### src/rtl/cmp_timer_pkg.sv
package cmp_timer_pkg;

    localparam int REG_W  = 32;
    localparam int ADDR_W = 4;
    localparam int MASK_W = 6;

    // control field positions
    localparam int CR_EN      = 0;
    localparam int CR_ENMOD   = 1;
    localparam int CR_SEL_LSB = 6;
    localparam int CR_SEL_W   = 3;
    localparam int CR_FRR     = 9;
    localparam int CR_SWR     = 15;

    localparam logic [REG_W-1:0] CR_RSVD_MASK = 32'h0000_FC00;
    localparam logic [REG_W-1:0] CR_RUN_MASK  = 32'h0000_003F;

    // status field positions
    localparam int SR_OF1 = 0;
    localparam int SR_ROV = 5;

    typedef enum logic [ADDR_W-1:0] {
        OFS_CTRL  = 4'd0,
        OFS_PRE   = 4'd1,
        OFS_STAT  = 4'd2,
        OFS_MASK  = 4'd3,
        OFS_CMP1  = 4'd4,
        OFS_CMP2  = 4'd5,
        OFS_CMP3  = 4'd6,
        OFS_CAP1  = 4'd7,
        OFS_CAP2  = 4'd8,
        OFS_COUNT = 4'd9
    } reg_ofs_e;

    typedef enum logic [CR_SEL_W-1:0] {
        SRC_OFF  = 3'b000,
        SRC_PER  = 3'b001,
        SRC_FAST = 3'b010,
        SRC_SLOW = 3'b100
    } src_code_e;

    // control pulses from the register block to the datapath
    typedef struct packed {
        logic       soft_rst;
        logic       cnt_zero;
        logic       pre_clr;
        logic [1:0] flag_clr;   // [1] wrap, [0] compare
    } timer_ctl_t;

    typedef struct packed {
        logic rov;
        logic of1;
    } flags_t;

    // strobes packed as {slow, fast, per}
    function automatic logic pick_tick(input logic [CR_SEL_W-1:0] code,
                                       input logic [2:0] strobes);
        logic hit;
        case (code)
            SRC_PER:  hit = strobes[0];
            SRC_FAST: hit = strobes[1];
            SRC_SLOW: hit = strobes[2];
            default:  hit = 1'b0;
        endcase
        return hit;
    endfunction

    function automatic logic [REG_W-1:0] status_word(input flags_t f);
        logic [REG_W-1:0] w;
        w = '0;
        w[SR_OF1] = f.of1;
        w[SR_ROV] = f.rov;
        return w;
    endfunction

endpackage

### src/rtl/cmp_timer_regs.sv
module cmp_timer_regs
    import cmp_timer_pkg::*;
#(
    parameter int CNT_W = 32,
    parameter int PRE_W = 12,
    parameter int N_CMP = 3
) (
    input  logic                       clk,
    input  logic                       rst,
    input  logic                       bus_we,
    input  logic [ADDR_W-1:0]          bus_addr,
    input  logic [REG_W-1:0]           bus_wdata,
    output logic [REG_W-1:0]           cr_q,
    output logic [PRE_W-1:0]           pr_q,
    output logic [MASK_W-1:0]          ir_q,
    output logic [N_CMP-1:0][CNT_W-1:0] ocr_q,
    output timer_ctl_t                 ctl
);

    logic wr_ctrl, wr_pre, wr_mask, wr_stat, wr_cmp1, swr;

    assign wr_ctrl = bus_we && (bus_addr == OFS_CTRL);
    assign wr_pre  = bus_we && (bus_addr == OFS_PRE);
    assign wr_mask = bus_we && (bus_addr == OFS_MASK);
    assign wr_stat = bus_we && (bus_addr == OFS_STAT);
    assign wr_cmp1 = bus_we && (bus_addr == OFS_CMP1);
    assign swr     = wr_ctrl && bus_wdata[CR_SWR];

    logic en_rise_restart;
    assign en_rise_restart = wr_ctrl && !swr && !cr_q[CR_EN]
                             && bus_wdata[CR_EN] && bus_wdata[CR_ENMOD];

    always_comb begin
        ctl.soft_rst = swr;
        ctl.cnt_zero = en_rise_restart || (wr_cmp1 && !cr_q[CR_FRR]);
        ctl.pre_clr  = wr_pre;
        ctl.flag_clr = wr_stat ? {bus_wdata[SR_ROV], bus_wdata[SR_OF1]} : 2'b00;
    end

    always_ff @(posedge clk) begin
        if (rst) begin
            cr_q <= '0;
            pr_q <= '0;
            ir_q <= '0;
        end else begin
            if (wr_ctrl) begin
                cr_q <= bus_wdata & ~CR_RSVD_MASK & (swr ? ~CR_RUN_MASK : '1);
            end
            if (swr) begin
                pr_q <= '0;
                ir_q <= '0;
            end else begin
                if (wr_pre)  pr_q <= bus_wdata[PRE_W-1:0];
                if (wr_mask) ir_q <= bus_wdata[MASK_W-1:0];
            end
        end
    end

    for (genvar ch = 0; ch < N_CMP; ch++) begin : g_cmp
        logic             sel;
        logic [CNT_W-1:0] val;
        assign sel = bus_we && (bus_addr == ADDR_W'(int'(OFS_CMP1) + ch));
        always_ff @(posedge clk) begin
            if (rst || swr) begin
                val <= '1;
            end else if (sel) begin
                val <= bus_wdata[CNT_W-1:0];
            end
        end
        assign ocr_q[ch] = val;
    end

endmodule

### src/rtl/cmp_timer_tick.sv
module cmp_timer_tick
    import cmp_timer_pkg::*;
#(
    parameter int PRE_W = 12
) (
    input  logic                clk,
    input  logic                rst,
    input  logic                phase_clr,
    input  logic                en,
    input  logic [CR_SEL_W-1:0] src_sel,
    input  logic [2:0]          strobes,
    input  logic [PRE_W-1:0]    pr,
    output logic                adv
);

    logic [PRE_W-1:0] phase_q;
    logic             live;

    assign live = en && pick_tick(src_sel, strobes);
    assign adv  = live && (phase_q == pr);

    always_ff @(posedge clk) begin
        if (rst || phase_clr) begin
            phase_q <= '0;
        end else if (live) begin
            phase_q <= adv ? '0 : phase_q + 1'b1;
        end
    end

endmodule

### src/rtl/cmp_timer_count.sv
module cmp_timer_count
    import cmp_timer_pkg::*;
#(
    parameter int CNT_W = 32
) (
    input  logic             clk,
    input  logic             rst,
    input  timer_ctl_t       ctl,
    input  logic             adv,
    input  logic             free_run,
    input  logic [CNT_W-1:0] ocr1,
    output logic [CNT_W-1:0] cnt_q,
    output flags_t           flags
);

    localparam logic [CNT_W-1:0] CNT_MAX = '1;

    logic at_cmp, at_max, step;
    logic [CNT_W-1:0] cnt_next;

    assign at_cmp = (cnt_q == ocr1);
    assign at_max = (cnt_q == CNT_MAX);
    assign step   = adv && !ctl.cnt_zero;

    always_comb begin
        if (ctl.cnt_zero) begin
            cnt_next = '0;
        end else if (adv) begin
            cnt_next = (!free_run && at_cmp) ? '0 : cnt_q + 1'b1;
        end else begin
            cnt_next = cnt_q;
        end
    end

    always_ff @(posedge clk) begin
        if (rst || ctl.soft_rst) begin
            cnt_q <= '0;
            flags <= '0;
        end else begin
            cnt_q     <= cnt_next;
            flags.of1 <= (flags.of1 && !ctl.flag_clr[0]) || (step && at_cmp);
            flags.rov <= (flags.rov && !ctl.flag_clr[1]) || (step && at_max);
        end
    end

endmodule

### src/rtl/cmp_timer.sv
module cmp_timer
    import cmp_timer_pkg::*;
#(
    parameter int CNT_W = 32,
    parameter int PRE_W = 12
) (
    input  logic        clk,
    input  logic        rst,
    input  logic [3:0]  bus_addr,
    input  logic        bus_we,
    input  logic [31:0] bus_wdata,
    output logic [31:0] bus_rdata,
    input  logic        tick_per,
    input  logic        tick_fast,
    input  logic        tick_slow,
    output logic        irq
);

    localparam int N_CMP = 3;

    logic [REG_W-1:0]            cr_q;
    logic [PRE_W-1:0]            pr_q;
    logic [MASK_W-1:0]           ir_q;
    logic [N_CMP-1:0][CNT_W-1:0] ocr_q;
    logic [CNT_W-1:0]            cnt_q;
    timer_ctl_t                  ctl;
    flags_t                      flags;
    logic                        adv;

    cmp_timer_regs #(.CNT_W(CNT_W), .PRE_W(PRE_W), .N_CMP(N_CMP)) u_regs (
        .clk       (clk),
        .rst       (rst),
        .bus_we    (bus_we),
        .bus_addr  (bus_addr),
        .bus_wdata (bus_wdata),
        .cr_q      (cr_q),
        .pr_q      (pr_q),
        .ir_q      (ir_q),
        .ocr_q     (ocr_q),
        .ctl       (ctl)
    );

    cmp_timer_tick #(.PRE_W(PRE_W)) u_tick (
        .clk       (clk),
        .rst       (rst),
        .phase_clr (ctl.soft_rst || ctl.pre_clr),
        .en        (cr_q[CR_EN]),
        .src_sel   (cr_q[CR_SEL_LSB +: CR_SEL_W]),
        .strobes   ({tick_slow, tick_fast, tick_per}),
        .pr        (pr_q),
        .adv       (adv)
    );

    cmp_timer_count #(.CNT_W(CNT_W)) u_count (
        .clk      (clk),
        .rst      (rst),
        .ctl      (ctl),
        .adv      (adv),
        .free_run (cr_q[CR_FRR]),
        .ocr1     (ocr_q[0]),
        .cnt_q    (cnt_q),
        .flags    (flags)
    );

    always_comb begin
        case (bus_addr)
            OFS_CTRL:  bus_rdata = cr_q;
            OFS_PRE:   bus_rdata = REG_W'(pr_q);
            OFS_STAT:  bus_rdata = status_word(flags);
            OFS_MASK:  bus_rdata = REG_W'(ir_q);
            OFS_CMP1:  bus_rdata = REG_W'(ocr_q[0]);
            OFS_CMP2:  bus_rdata = REG_W'(ocr_q[1]);
            OFS_CMP3:  bus_rdata = REG_W'(ocr_q[2]);
            OFS_COUNT: bus_rdata = REG_W'(cnt_q);
            default:   bus_rdata = '0;
        endcase
    end

    assign irq = cr_q[CR_EN] && ((flags.of1 && ir_q[SR_OF1]) || (flags.rov && ir_q[SR_ROV]));

endmodule

### config.mk
export PLATFORM = sky130hd
export DESIGN_NAME = cmp_timer
export DESIGN_NICKNAME = d
export VERILOG_FILES = /design/src/rtl/cmp_timer_pkg.sv /design/src/rtl/cmp_timer_regs.sv /design/src/rtl/cmp_timer_tick.sv /design/src/rtl/cmp_timer_count.sv /design/src/rtl/cmp_timer.sv
export SDC_FILE = /design/constraint.sdc
export NUM_CORES = 1
export LEC_CHECK = 0
export ABC_AREA = 1
export CORE_MARGIN = 8
export CORE_UTILIZATION = 42
export CTS_BUF_LIST = sky130_fd_sc_hd__clkbuf_16
export DETAILED_ROUTE_END_ITERATION = 7
export DONT_BUFFER_PORTS = 1
export GPL_TIMING_DRIVEN = 0
export HOLD_SLACK_MARGIN = 0.08
export PLACE_DENSITY = 0.58
export SYNTH_ARGS = -nofsm -noshare
export SYNTH_HDL_FRONTEND = slang
export SYNTH_SLANG_ARGS = --single-unit
### constraint.sdc
create_clock -name clk -period 2.15 [get_ports clk]
set_input_delay 0.1075 -clock clk [delete_from_list [all_inputs] [get_ports clk]]
set_output_delay 0.1075 -clock clk [all_outputs]
set_load 0.05 [all_outputs]
# == Word-level counts from Yosys, hierarchy flattened ==
# Cells that the tools add are included.
# op_classes
n_addsub,2
mul,0
div,0
order_cmp,0
n_eq_ne,13
shifts,0
muxes,6
n_bitwise,1
reduce_logical,40
# op_table
cell,count
32-bit case mux with 8 select lines,1
"32-bit by 1-bit adder with 32-bit output, second input constant",1
32-bit AND,1
32-bit == test,1
"32-bit == test, second input constant",1
32-bit two-way mux,1
1-bit logical AND,24
"12-bit by 1-bit adder with 12-bit output, second input constant",1
12-bit == test,1
"4-bit by 3-bit == test with 1-bit output, second input constant",3
12-bit two-way mux,1
"4-bit by 2-bit == test with 1-bit output, second input constant",2
1-bit logical OR,7
1-bit logical NOT,6
6-bit two-way mux,1
"4-bit by 1-bit == test with 1-bit output, second input constant",1
"4-bit == test, second input constant",1
4-bit logical NOT,1
2-bit OR reduction,2
"3-bit by 1-bit == test with 1-bit output, second input constant",1
"3-bit by 2-bit == test with 1-bit output, second input constant",1
"3-bit == test, second input constant",1
1-bit case mux with 3 select lines,1
2-bit two-way mux,1
# totals
ff_bits,192
latchBits,0
ram_bits,0
romBits,0
out_inout_bits,33
wordCells,72
memories,0

# == Logic depth before layout (Yosys ltp) ==
# Gate-level depths: netlist of run 1.
# depth
ltp_word,13
ltp_mapped,14
ltp_nobuf,13

# == Hierarchy ==
# A second synthesis of run 1 with hierarchy kept.
# hier_totals
cells_unflattened,1649
area_unflattened_um2,10535.1
# by_module_without_submodules
module,n_inst,cells_each,area_each_um2
cmp_timer_regs,1,691,5368.9
cmp_timer_count,1,331,2233.4
cmp_timer,1,429,1846.8
cmp_timer_tick,1,198,1086.0

# == Least setup slack after synthesis of run 1 ==
# Ideal clock, no wire load.
# synth_path
kind,input to output
from,input port bus_addr[0]
to,output port bus_rdata[14]
t_arrival_ps,2052
t_required_ps,2043
slack_ps,-10
path_stages,7
cell_sequence,inv_1 nor2_1 inv_1 nor3_2 inv_2 buf_2 o21ai_0
# synth_via
elab_chain_len,2
word_cells_on_any_way,9
cone_classes,eq/ne: 7; mux: 1; reduce/logical: 1
# synth_lines
element,line,text
from (decl),cmp_timer.sv:9,"input logic [3:0] bus_addr,"
4-bit == test (tied with other cells),cmp_timer.sv:66,case (bus_addr)
32-bit case mux with 8 select lines (*),cmp_timer.sv:66,
to (decl),cmp_timer.sv:12,"output logic [31:0] bus_rdata,"
# Every way passes the cells marked *; elsewhere a longest branch is shown, timed or not.

# == Worst setup path after layout of run 1 ==
# layout_path
from,register u_count.cnt_q[31]
to,output port bus_rdata[31]
# layout_via
elab_chain_len,1
# layout_lines
element,line,text
from (decl),cmp_timer_count.sv:12,"output logic [CNT_W-1:0] cnt_q,"
from (signal assigned),cmp_timer_count.sv:40,cnt_q <= cnt_next;
32-bit case mux with 8 select lines,cmp_timer.sv:66,
# Every way passes these cells.

==> results of run 1 <==
==> kinds of logic (layout without fill, tap and decap cells) <==
kind of cell	after synthesis	in the layout
AOI/OAI and AO/OA	254	254
and+or+nand+nor	772	772
buffers and inverters	258	338
adders and majority gates	2	2
DFF	186	186
xor gates and xnor gates	20	20
==> flip-flops by register name, summed over array words and instances (netlist names) <==
name,flops
u_regs.g_cmp.val,96
u_regs.pr_q,12
u_count.cnt_q,32
u_regs.ir_q,6
u_count.flags,2
u_regs.cr_q,26
u_tick.phase_q,12
==> where the power goes <==
group | switching (mW) | internal (mW) | leakage (nW)
Sequential | 0.0370 | 3.49 | 1.51
Clock | 1.67 | 1.58 | 0.290
Combinational | 0.560 | 0.198 | 3.45
Total | 2.27 | 5.27 | 5.25
==> layout make-up <==
cell class / instances / area (µm²) / area share, %
Tap cell: 319 / 399 / 3.40
Buffer: 69 / 377 / 3.21
Timing Repair Buffer: 50 / 478 / 4.07
Inverter: 187 / 713 / 6.07
Sequential cell: 186 / 3740 / 31.8
Clock buffer: 17 / 425 / 3.62
Clock inverter: 15 / 185 / 1.58
Multi-Input combinational cell: 1048 / 5430 / 46.2
==> critical path: stages, from the launching register on <==
cell and delay, ps:
dfxtp_1 460, inv_1 180, o211ai_1 930
==> timing repair <==
item | in CTS | in global routing
pin swaps | 10 | 5
hold buffers | 41 | 0
endpoints found under the setup margin | 43 | 52
hold endpoints to repair | 142 | 0
gates resized for setup | 22 | 39
setup buffers | 3 | 6
==> synth_stat cells (all sizes together) <==
master,count,area share (%)
a21oi,52,2.6
dfxtp,186,37
nor3b,3,0.32
o221ai,2,0.17
a31oi,1,0.062
nor2,163,6.8
ha,2,0.25
a211oi,14,1.1
nand3,61,3.1
o221a,1,0.11
nor3,16,1.0
xnor2,9,0.78
xor2,11,0.96
clkbuf,41,1.5
o211ai,112,9.8
buf,30,2.1
nand2,517,19
clkinv,3,0.12
o2111ai,6,0.52
and2,1,0.062
inv,184,6.9
a221oi,30,2.6
nand4,9,0.56
o21a,1,0.075
o2111a,1,0.11
nor4,1,0.062
o21ai,34,1.7
or2,1,0.062
==> how the worst min path moves through the flow <==
stage	from	to	slack (ps)	cells past startpoint
after detailed placement	bus_wdata[4]	u_regs.cr_q[4]	260	2
after CTS	bus_addr[1]	u_regs.pr_q[11]	90	5
after floorplan	bus_wdata[2]	u_regs.cr_q[2]	250	2
after global placement	bus_wdata[4]	u_regs.cr_q[4]	250	2
final	bus_addr[1]	u_regs.pr_q[11]	80	5
after global routing	bus_addr[1]	u_regs.pr_q[11]	120	5
==> routing by layer <==
layer | vias up | wire length, µm
met2 | 467 | 16500
met3 | 48 | 3840
met1 | 4930 | 17200
met5 | - | 0
met4 | 0 | 804
li1 | 4995 | -
==> impl_results.md, run 1 <==
- Worst r2r dst: u_count.cnt_q[13]
- Synthesized cell area: just over 0.01 mm²
- R2R depth: 12
- Clock transition at the registers of the reported paths: around 80 ps
- Post-route DRC: 0
- CTS tree: yes
- Post-Synth Simple-Gate Area: between 30% and 40%
- Relative slew margins: about a fifth
- Total GRT Usage: 26.3%
- Initial DRC Count: 1146
- Die W: ~170 µm
- Layout cells sized above 1: 11.6%
- Initial antenna violation count: 0
- Fin crit period: 2120 ps
- Setup WS pre-CTS: -796 ps
- Mux cell area share after synthesis: 0%
- Deepest clock path buffer count: 2
- Final Non-Filler Cells: 1891
- Port Buf Inserts: 0
- Starting Density: around 43%
- Power, Total: 7.53 mW
- Met3 GRT Util: 5.42%
- Largest net degree at the start of global routing: 21
- Worst Path Required: 2040 ps
- Slew @ Worst Pin: about 1200 ps
- R2r setup slk: around 100 ps
- Std-Cell Rows: 56
- TritonRoute pass-1 iters: 5
- Die area: 0.0292 mm²
- Adder-cell area share of the yosys netlist: 0.248%
- Nets: about 1600
- Syn_nets: about 1500
- CTS Sinks: between 150 and 200
- Unrepaired setup endpoints after global routing: yes
- Pwr/cell area: between 600 and 700 mW/mm²
- Final-layout fill cell count: approximately 2400
- Pleak: 5.25 nW
- Placed Cells incl. Taps: 1811
- CP endpoint kind: primary output
- Max Fclk: 0.472 GHz
- Status: completed
- Hold/Removal Path Class: in2reg
- Min Hold Slack: 84.4 ps
- Routed vias: about 10000
- Register area share after synthesis: 37.0%
- Post-Layout Inst Area: approximately 0.012 mm²
- Crit-path max FO: 5
- Met1 Usage GRT: 37.7%
- I/O Pins: 75
- Layout area overhead: 16.6%
- Placer congestion estimate: about 0.99
- Commonest non-fill, non-tap cell in the layout: nand2_1
- Clock root cell: clkbuf_16
- WL final: about 38000 µm
- Layer with the highest usage: met2
- Total grt overflow: 0
- Clock skew: 17.0 ps
- Setup-failing EPs final: 0
- Worst vdd ir: roughly 490 µV
- Via density: 5.52
- Post-DP HPWL: just under 30000 µm
- Setup crit end: bus_rdata[31]
- Most frequent cells in the layout: 512 x nand2_1, 178 x inv_1, 175 x dfxtp_1
- H-tree depth: 4
- GR Layer Usage met2: 39.1%
- Final TNS setup: 0 ps
- Ys Warns: 0
- Crit path kind: reg2out
- Nature of the critical path startpoint: register
- Util after Layout: 49.9%
- Placement Cell Area: approximately 0.010 mm²
- Critical Path Start: u_count.cnt_q[31]
- Max cap viols: 0
- Detail Route Antenna Nets: 0
- Die Ht: 171 µm
- Syn_area_per_cell: just under 7 µm²
- Fin. max-slew vios: 0
- Hold Vio Cnt, Final: 0
- N_diodes: 0
- Synth Area in XOR/XNOR: 1.74%
- Netlist cell types: 45
- Dominant combinational cell family by area after synthesis: simple AND/OR/NAND/NOR gates
- Gate Count Post-Synth: 1492
- Final WS setup: ~32 ps
- Core area: ~0.024 mm²
- CP Data Arrival Time: 2010 ps
- First-pass GRT wire length: 57700 µm
- Worst-Skew Late Latency: 450 ps
- Avg WL per Cell: 20.3 µm
- Flops & latches, synth: 186
- Cts bufs inserted: 17
- Reg2reg start: u_count.cnt_q[26]
- Synth Area in Compound Gates: 18.9%
- Final Cycle Share: a little over nine tenths
- Vias in the first global route: 9482
No activity file was read; power rests on OpenSTA's default activity.
==> run 2: changes to the inputs <==
- CORE_UTILIZATION: 42 -> 30
- PLACE_DENSITY: 0.58 -> 0.46
- SETUP_SLACK_MARGIN: default -> 0.5
==> run 2 against run 1 <==
Critical path depth stayed put. Non-clock buffer count grew 86. First-iteration DRC count fell by 14%. Sequential power is essentially flat. Flip-flop and latch count did not move. Worst hold slack gained 32 ps. Final cell count is 11% higher. Register-to-register slack improved by 170 ps. Worst setup slack improved by 130 ps. Global-route usage decreased by 4.7 points. Clock skew about the same. Via count grew 1.9%. Largest cell class unchanged. Largest power group unchanged.
==> impl_results.md, run 2 (same netlist as run 1, synthesis figures left out) <==
- Hold Vio Cnt, Final: 0 (unchanged)
- Total GRT Usage: 21.6% (was 26.3%)
- Pleak: 6.01 nW (was 5.25 nW)
- Setup WS pre-CTS: -464 ps (was -796 ps)
- Clock skew: 17.3 ps (was 17.0 ps)
- Fin. max-slew vios: 0 (unchanged)
- Initial antenna violation count: 0 (unchanged)
- Port Buf Inserts: 0 (unchanged)
- Largest regs: u_regs.g_cmp.val: 96 flops, u_count.cnt_q: 32 flops, u_regs.cr_q: 26 flops (unchanged)
- Seq pwr share: 46.8% (was 46.9%)
- Util after Layout: 41.0% (was 49.9%)
- Avg WL per Cell: 20.6 µm (was 20.3 µm)
- Internal Pwr Total: 5.33 mW (was 5.27 mW)
- Routed vias: 10600 (was 10400)
- Crit path kind: reg2out (unchanged)
- CP Data Arrival Time: 1880 ps (was 2010 ps)
- Crit-path max FO: 2 (was 5)
- R2R depth: 13 (was 12)
- CTS tree: yes (unchanged)
- Starting Density: 30.3% (was 42.8%)
- Clk network pwr share: 41.4% (was 43.1%)
- WL final: 43400 µm (was 38400 µm)
- Logic gate share of total power: 11.8% (was 10.1%)
- Die Ht: 199 µm (was 171 µm)
- TritonRoute pass-1 iters: 6 (was 5)
- Sw power: 2.15 mW (was 2.27 mW)
- Worst hold path depth: 5 (unchanged)
- Setup-failing EPs final: 0 (unchanged)
- Most frequent cells in the layout: 492 x nand2_1, 137 x inv_1, 132 x dfxtp_1 (was 512 x nand2_1, 178 x inv_1, 175 x dfxtp_1)
- Max cap viols: 0 (unchanged)
- Detail Route Antenna Nets: 0 (unchanged)
- Slew @ Worst Pin: 1170 ps (was 1180 ps)
- Clock root cell: clkbuf_16 (unchanged)
- Max reg flops: 96 (unchanged)
- Min-delay src: tick_slow (was bus_addr[1])
- Die W: 199 µm (was 171 µm)
- Max Fclk: 0.503 GHz (was 0.472 GHz)
- Cts bufs inserted: 17 (unchanged)
- Final Cycle Share: 92.5% (was 98.5%)
- Reg2reg start: u_count.cnt_q[27] (was u_count.cnt_q[26])
- Nets: 1689 (was 1603)
- H-tree depth: 4 (unchanged)
- Status: completed (unchanged)
- Post-route DRC: 0 (unchanged)
- N_diodes: 0 (unchanged)
- Unrepaired setup endpoints after global routing: yes (unchanged)
- R2r setup slk: 270 ps (was 100 ps)
- First-pass GRT wire length: 63400 µm (was 57700 µm)
- Die area: 0.0397 mm² (was 0.0292 mm²)
- Via density: 5.05 (was 5.52)
- Pwr/cell area: 549 mW/mm² (was 641 mW/mm²)
- Worst-Skew Late Latency: 450 ps (about the same)
- Total grt overflow: 0 (unchanged)
- Switching Fraction: 28.7% (was 30.1%)
- Hold endpoint: u_tick.phase_q[1] (was u_regs.pr_q[11])
- Layout cells sized above 1: 26.4% (was 11.6%)
- Placer congestion estimate: 0.910 (was 0.993)
- Largest net degree at the start of global routing: 17 (was 21)
- Final WS setup: 161 ps (was 32.3 ps)
- Worst vdd ir: 397 µV (was 491 µV)
- Std-Cell Rows: 67 (was 56)
- Nature of the critical path startpoint: register (unchanged)
- Hold/Removal Path Class: in2reg (unchanged)
- Worst r2r dst: u_count.cnt_q[28] (was u_count.cnt_q[13])
- CTS Sinks: 186 (unchanged)
- Layout area overhead: 35.4% (was 16.6%)
- Core area: 0.0333 mm² (was 0.0235 mm²)
- Relative slew margins: 21.4% (was 21.1%)
- I/O Pins: 75 (unchanged)
- Most flop-heavy register: u_regs.g_cmp.val (unchanged)
- Commonest non-fill, non-tap cell in the layout: nand2_1 (unchanged)
- Vias in the first global route: 9876 (was 9482)
- Deepest clock path buffer count: 2 (unchanged)
- Post-DP HPWL: 32300 µm (was 28900 µm)
- Clock transition at the registers of the reported paths: 80 ps (about the same)
- Worst Path Required: 2040 ps (about the same)
- Fin crit period: 1990 ps (was 2120 ps)
- Initial DRC Count: 990 (was 1146)
- CP endpoint kind: primary output (unchanged)
==> run 2: changes by cell type in the layout (fill, tap and decap cells not counted), moves of 21 or more <==
cell     before  now
dfxtp_4       1   27
inv_1       178  137
inv_2         3   24
nor2_2       15   36
dfxtp_1     175  132
nor2_1      142  114
buf_4        16   78
==> run 2: final cells by class <==
cell class	instances	area (µm²)
fillers	3564	19600
multi-input cells	1048	6080
flip-flops and latches	186	3860
repair buffers	134	1250
inverters	187	802
well taps	448	561
plain buffers	71	536
clock buffers	17	425
clock inverters	15	125
==> run 2: worst max-delay path, stage by stage (launching register included) <==
cell,delay [ps]
dfxtp_4,370
clkinvlp_4,130
o211ai_1,940
==> run 2: worst max path at each step <==
stage	cells past startpoint	start	end	slack, ps
2_1_floorplan	4	bus_addr[3]	bus_rdata[18]	320
3_3_place_gp	8	bus_addr[2]	bus_rdata[0]	-490
3_5_place_dp	8	bus_addr[2]	bus_rdata[0]	-460
4_1_cts	2	u_count.cnt_q[4]	bus_rdata[4]	120
5_1_grt	2	u_count.cnt_q[4]	bus_rdata[4]	110
6_report	2	u_count.cnt_q[4]	bus_rdata[4]	160
==> run 2: per-stage QoR <==
step | hold WS [ps] | area, µm² | total power, mW | instances | TNS (ps)
floorplan | 251 | 10100 | 4.10 | 1492 | 0
global placement | 255 | 10700 | 4.29 | 1940 | -9930
detailed placement | 261 | 10700 | 4.29 | 1940 | -7760
CTS | 127 | 13000 | 7.52 | 2075 | 0
global route | 136 | 13600 | 7.73 | 2106 | 0
finish | 116 | 13600 | 7.48 | 2106 | 0
==> run 2: repair_timing <==
| action | 4_1_cts | 5_1_grt |
|---|---|---|
| setup endpoints to repair | 79 | 74 |
| hold buffers | 43 | 0 |
| gates resized for setup | 261 | 122 |
| buffers inserted | 57 | 30 |
| cloned | 3 | 1 |
| hold endpoints to repair | 142 | 0 |
| pin swaps | 47 | 37 |
==> run 2: routing by layer <==
layer	up-vias	wire length [µm]	GRT usage, %
li1	5165	-	-
met1	5122	20500	30.2
met2	311	19500	33.7
met3	43	2640	3.74
met4	0	748	5.60
met5	-	0	0
==> run 2: power by group through the flow <==
| stage | sequential, mW | clock, mW | combinational, mW |
|---|---|---|---|
| CTS | 3.51 | 3.16 | 0.850 |
| global placement | 3.61 | 0 | 0.680 |
| finish | 3.50 | 3.10 | 0.885 |
| detailed placement | 3.61 | 0 | 0.683 |
| global route | 3.51 | 3.29 | 0.938 |
| floorplan | 3.60 | 0 | 0.506 |
